<file path="src/rtl/prm_pkg.sv">
package prm_pkg;
    localparam int ADDR_W = 32;
    localparam int SIZE_W = 5;
    localparam int SLICES = 8;

    typedef struct packed {
        logic              en;
        logic [ADDR_W-1:0] base;
        logic [SIZE_W-1:0] size;
        logic [SLICES-1:0] mask;
    } region_t;
endpackage

</file>
<file path="src/rtl/prm_region_regs.sv">
module prm_region_regs
    import prm_pkg::*;
#(
    parameter int NUM_REGIONS = 8,
    localparam int IDX_W = $clog2(NUM_REGIONS)
) (
    input  logic                            clk,
    input  logic                            rst_n,
    input  logic                            wr_en,
    input  logic [IDX_W-1:0]                wr_region,
    input  logic [ADDR_W-1:0]               wr_base,
    input  logic [SIZE_W-1:0]               wr_size,
    input  logic                            wr_enable,
    input  logic [SLICES-1:0]               wr_mask,
    output region_t [NUM_REGIONS-1:0]       regs_q
);
    always_ff @(posedge clk) begin
        if (!rst_n) begin
            regs_q <= '0;
        end else if (wr_en && (int'(wr_region) < NUM_REGIONS)) begin
            regs_q[wr_region] <= '{en: wr_enable, base: wr_base,
                                   size: wr_size, mask: wr_mask};
        end
    end

    // a write lands in the addressed region at the sampling edge
    a_r9_write_lands: assert property (@(posedge clk) disable iff (!rst_n)
        wr_en |=> (regs_q[$past(wr_region)].en == $past(wr_enable)) &&
                  (regs_q[$past(wr_region)].mask == $past(wr_mask)));
endmodule

</file>
<file path="src/rtl/prm_region_cmp.sv">
module prm_region_cmp
    import prm_pkg::*;
(
    input  logic              clk,
    input  logic              rst_n,
    input  region_t           region,
    input  logic [ADDR_W-1:0] addr,
    output logic              match
);
    logic [5:0]        shift_amt;
    logic              size_ok;
    logic              in_range;
    logic              small_size;
    logic [2:0]        slice_sel;
    logic              slice_ok;

    always_comb begin
        shift_amt  = {1'b0, region.size} + 6'd1;
        size_ok    = region.size >= SIZE_W'(4);
        in_range   = ((addr ^ region.base) >> shift_amt) == '0;
        small_size = region.size <= SIZE_W'(6);
        slice_sel  = 3'(addr >> (region.size - SIZE_W'(2)));
        slice_ok   = small_size || !region.mask[slice_sel];
        match      = region.en && size_ok && in_range && slice_ok;
    end

    // the smallest sizes always match inside their span, mask or not
    a_r5_small_ignores_mask: assert property (@(posedge clk) disable iff (!rst_n)
        (region.en && region.size >= SIZE_W'(4) && region.size <= SIZE_W'(6) &&
         ((addr >> shift_amt) == (region.base >> shift_amt))) |-> match);
endmodule

</file>
<file path="src/rtl/prot_region_match.sv">
module prot_region_match
    import prm_pkg::*;
#(
    parameter int NUM_REGIONS = 8,
    localparam int IDX_W = $clog2(NUM_REGIONS)
) (
    input  logic              clk,
    input  logic              rst_n,
    input  logic              prot_en,
    input  logic              req_valid,
    input  logic [31:0]       req_addr,
    input  logic              wr_en,
    input  logic [IDX_W-1:0]  wr_region,
    input  logic [31:0]       wr_base,
    input  logic [4:0]        wr_size,
    input  logic              wr_enable,
    input  logic [7:0]        wr_mask,
    output logic              rsp_valid,
    output logic              rsp_hit,
    output logic              rsp_fault,
    output logic [IDX_W-1:0]  rsp_region
);
    region_t [NUM_REGIONS-1:0] regs_q;
    logic    [NUM_REGIONS-1:0] match_vec;
    logic                      any_match;
    logic    [IDX_W-1:0]       win_idx;

    prm_region_regs #(.NUM_REGIONS(NUM_REGIONS)) i_regs (
        .clk(clk), .rst_n(rst_n), .wr_en(wr_en), .wr_region(wr_region),
        .wr_base(wr_base), .wr_size(wr_size), .wr_enable(wr_enable),
        .wr_mask(wr_mask), .regs_q(regs_q)
    );

    for (genvar g = 0; g < NUM_REGIONS; g++) begin : g_cmp
        prm_region_cmp i_cmp (
            .clk(clk), .rst_n(rst_n), .region(regs_q[g]),
            .addr(req_addr), .match(match_vec[g])
        );
    end

    // highest index wins
    always_comb begin
        any_match = |match_vec;
        win_idx   = '0;
        for (int i = 0; i < NUM_REGIONS; i++) begin
            if (match_vec[i]) win_idx = IDX_W'(i);
        end
    end

    always_ff @(posedge clk) begin
        if (!rst_n) begin
            rsp_valid  <= 1'b0;
            rsp_hit    <= 1'b0;
            rsp_fault  <= 1'b0;
            rsp_region <= '0;
        end else begin
            rsp_valid <= req_valid;
            if (!req_valid) begin
                rsp_hit    <= 1'b0;
                rsp_fault  <= 1'b0;
                rsp_region <= '0;
            end else if (!prot_en) begin
                rsp_hit    <= 1'b1;
                rsp_fault  <= 1'b0;
                rsp_region <= '0;
            end else begin
                rsp_hit    <= any_match;
                rsp_fault  <= !any_match;
                rsp_region <= any_match ? win_idx : '0;
            end
        end
    end

    // a valid result is either a hit or a fault, never both
    a_r4_hit_fault_excl: assert property (@(posedge clk) disable iff (!rst_n)
        rsp_valid |-> (rsp_hit != rsp_fault));
    // checking disabled gives a plain hit
    a_r7_bypass_hit: assert property (@(posedge clk) disable iff (!rst_n)
        (req_valid && !prot_en) |=> (rsp_hit && !rsp_fault && rsp_region == '0));
    // result valid follows the request by one edge
    a_r8_valid_follows: assert property (@(posedge clk) disable iff (!rst_n)
        req_valid |=> rsp_valid);
    a_r8_no_spurious: assert property (@(posedge clk) disable iff (!rst_n)
        !req_valid |=> !rsp_valid);
endmodule

</file>
<file path="config.mk">
export PLATFORM = sky130hd
export DESIGN_NAME = prot_region_match
export DESIGN_NICKNAME = d
export VERILOG_FILES = /design/src/rtl/prm_pkg.sv /design/src/rtl/prm_region_regs.sv /design/src/rtl/prm_region_cmp.sv /design/src/rtl/prot_region_match.sv
export SDC_FILE = /design/constraint.sdc
export NUM_CORES = 2
export LEC_CHECK = 0
export BUFFER_PORTS_ARGS = -buffer_cell sky130_fd_sc_hd__buf_2
export CORE_MARGIN = 1
export CORE_UTILIZATION = 64
export DETAILED_ROUTE_END_ITERATION = 10
export GPL_TIMING_DRIVEN = 1
export HOLD_SLACK_MARGIN = 0.1
export PLACE_DENSITY = 0.82
export SYNTH_ARGS = -nofsm -noshare
export SYNTH_HDL_FRONTEND = slang
export SYNTH_SLANG_ARGS = --single-unit
</file>
<file path="constraint.sdc">
create_clock -name clk -period 4.7 [get_ports clk]
set_input_delay 0.705 -clock clk [delete_from_list [all_inputs] [get_ports clk]]
set_output_delay 0.705 -clock clk [all_outputs]
set_load 0.01 [all_outputs]
</file>
==> flow_summary.json <==
{
  "vdd_drop_max_v": 0.000307,
  "holdPathEnd": "rsp_valid$_SDFF_PN0_",
  "final_antenna_net_count": 0,
  "regToRegStartpoint": "i_regs.regs_q[286]$_SDFFE_PN0P_",
  "seq_area_mm2": 0.00734,
  "clock_sinks": 366,
  "setup-violations-final": 0,
  "clk_latency_ps": 580,
  "critPathTopFamily": "multiplexers",
  "max-cap-violations": 0,
  "dpl_worst_slack_ps": 213,
  "num_vias": 29545,
  "place_hpwl_um": 72100,
  "crit_fanout": 17,
  "max_stage_delay_ps": 810,
  "finalHoldViolations": 0,
  "rows": 79,
  "postCtsSetupRepairBufs": 0,
  "synth_cell_type_count": 93,
  "critical_path_arrival_ps": 5020,
  "holdCritStartpoint": "req_valid",
  "grt_usage_pct": 46.7,
  "r2r-end": "rsp_hit$_SDFF_PN0_",
  "clk_pin_slew_ps": 60,
  "nFillCells": 3621,
  "vias_per_cell": 7.10,
  "yosys_warnings": 0,
  "grt_pass1_vias": 27741,
  "slew_headroom_pct": 25.6,
  "required_ps": 5180,
  "grt_setup_unrepaired": "no",
  "grt_pass1_wl_um": 168000,
  "synth_area_mm2": 0.0301,
  "drive_above_1_share_pct": 16.9,
  "netlist_top_cells_area": "dfxtp_1, mux4_2, nand2_1",
  "setup_tns_ps": 0,
  "htree_levels": 2,
  "antenna_found_initial": 10,
  "crit_type": "reg -> reg",
  "top_level_ports": 92,
  "hold_class": "in -> reg",
  "synth.top_cell.area_share_pct": 24.3,
  "ctsResizeCount": 0,
  "yosysTopAreaCell": "dfxtp_1",
  "port_buffers": 90,
  "routedWlPerCell_um": 27.1,
  "die_w_um": 219,
  "drt_iter0_markers": 4314,
  "routed_wirelength_um": 113000,
  "core_area_mm2": 0.0465,
  "multi_input_area_mm2": 0.0209,
  "synthFlopType": "dfxtp_1",
  "cellLeakagePower_nw": 11.4,
  "synth_edf_count": 0,
  "grt_overflow": 0,
  "final_util_pct": 69.9,
  "p_per_area_mw_per_mm2": 266,
  "yosysSeqAreaShare_pct": 24.3,
  "hold_depth": 2,
  "layout.nets": 3621,
  "drc": 0,
  "synth-seq-cells": 366,
  "start_util_pct": 64.9,
  "crit_chain": "clkinv_1 -> ha_1 -> mux4_2 -> mux4_2 -> mux2i_4 -> a221oi_1 -> a221oi_1 -> o32a_2 -> a211oi_2 -> nor4b_2 -> or4b_4 -> o21a_1",
  "gp_congestion": 1.08,
  "min_period_over_period_pct": 96.7,
  "cts_buffers": 43,
  "skew_ps": 16.1,
  "power_mw": 8.64,
  "ctsHoldBuffers": 0,
  "slew_viol_final": 0,
  "ctsRootBufferMaster": "clkbuf_16",
  "synth_nets": 3727,
  "postLayoutSetupSlackWorst_ps": 155,
  "min_period_ps": 4550,
  "fmax_mhz": 220,
  "syn_inst": 3617,
  "status": "completed",
  "dieArea_mm2": 0.0480,
  "cp-end-kind": "flop",
  "regToRegSetupSlack_ps": 150,
  "clock_path_buffers": 3,
  "cp_num_buf_inv": 1,
  "tightest_slew_ps": 1110,
  "worst_path_max_delay_cell": "ha_1",
  "syn_to_final_growth_pct": 7.69,
  "synthArstFlopShare_pct": 0,
  "dieHeight_um": 219,
  "syn-mean-instance-area_um2": 8.33,
  "dr.pass1.iters": 7,
  "cts_tree": "built",
  "r2r_cells": 12,
  "worst_setup_path_start_kind": "flop",
  "grt_max_degree": 173
}
==> worst reg2reg max path, delay by kind of cell (launching register included) <==
| family | cells | cell delay (ps) |
|---|---|---|
| multiplexers | 3 | 1170 |
| AO/OA/AOI/OAI | 5 | 1000 |
| AND/OR/NAND/NOR | 2 | 880 |
| adder cells (fa/ha/maj) | 1 | 810 |
| flip-flops | 1 | 330 |
| buffers and inverters | 1 | 250 |
==> per-layer routing <==
metal,wire length [um],up-vias,track usage (%)
li1,-,12603,-
met4,9700,2,35.8
met2,45800,2342,65.4
met1,38900,13957,57.8
met3,18700,641,17.8
met5,13,-,0
==> worst max path at each step <==
stage / slack [ps] / startpoint / cells past startpoint / endpoint
after floorplan: 350 / i_regs.regs_q[331]$_SDFFE_PN0P_ / 17 / rsp_hit$_SDFF_PN0_
after global placement: 310 / req_addr[21] / 13 / rsp_region[0]$_SDFF_PN0_
after detailed placement: 210 / req_addr[2] / 12 / rsp_hit$_SDFF_PN0_
after CTS: 270 / i_regs.regs_q[286]$_SDFFE_PN0P_ / 12 / rsp_hit$_SDFF_PN0_
after global routing: 40 / i_regs.regs_q[286]$_SDFFE_PN0P_ / 12 / rsp_hit$_SDFF_PN0_
final: 150 / i_regs.regs_q[286]$_SDFFE_PN0P_ / 12 / rsp_hit$_SDFF_PN0_
==> layout make-up <==
type	instances	share of cell area [%]
clock inverter	15	0.578
timing repair buffer	244	5.55
antenna	16	0.123
multi-input combinational	2813	64.5
inverter	43	0.497
sequential	366	22.6
clock buffer	60	3.83
tap	607	2.34
==> kinds of logic after synthesis <==
logic type | Yosys count | share of synthesized area, %
and+or+nand+nor | 1272 | 17.9
AOI/OAI and AO/OA | 795 | 19.0
buffers and inverters | 438 | 6.50
muxes | 434 | 22.8
DFF | 366 | 24.3
xor gates and xnor gates | 288 | 8.48
adders and majority gates | 24 | 0.996
==> cell usage after synthesis (65+ instances only) <==
library cell	number
nand2_1	890
dfxtp_1	366
a21boi_0	363
clkbuf_1	199
mux2i_1	196
mux4_2	192
xnor2_1	170
xor2_1	115
nor2_1	113
buf_2	108
a21oi_1	91
nor3_1	66
o21ai_0	65
==> cells in the final DEF (no fill, tap or decap), types with 15 or more instances in the layout <==
cell / n
a31oi_1: 25
nor3_1: 64
mux2i_1: 196
a21oi_1: 91
nor2_1: 107
buf_4: 139
buf_12: 15
nand3_1: 61
ha_1: 24
inv_1: 29
clkbuf_16: 45
o211ai_1: 38
nand2_1: 890
nor4_1: 23
mux4_2: 192
dfxtp_1: 358
o21ai_0: 65
mux2_2: 40
xnor2_1: 170
a21boi_0: 363
nor2b_1: 18
buf_2: 89
xor2_1: 114
nand4_1: 17
nand2b_1: 16
a211oi_1: 40
diode_2: 16
==> stage by stage <==
stage | hold slack [ps] | area (um^2) | std cells
floorplan | 439 | 30100 | 3617
global placement | 449 | 31000 | 4073
detailed placement | 456 | 31000 | 4073
CTS | 367 | 32400 | 4148
global route | 393 | 32400 | 4150
finish | 388 | 32500 | 4164
==> registers in the layout, summed over array words and instances (netlist names) <==
| name | count |
|---|---|
| rsp_region | 3 |
| rsp_hit | 1 |
| rsp_valid | 1 |
| rsp_fault | 1 |
| i_regs.regs_q | 360 |
==> report_power, final <==
group / switching, mW / internal (mW)
clock: 1.42 / 2.06
combinational: 1.19 / 0.744
sequential: 0.0618 / 3.17
total: 2.67 / 5.97
(Power assumes the default switching activity.)
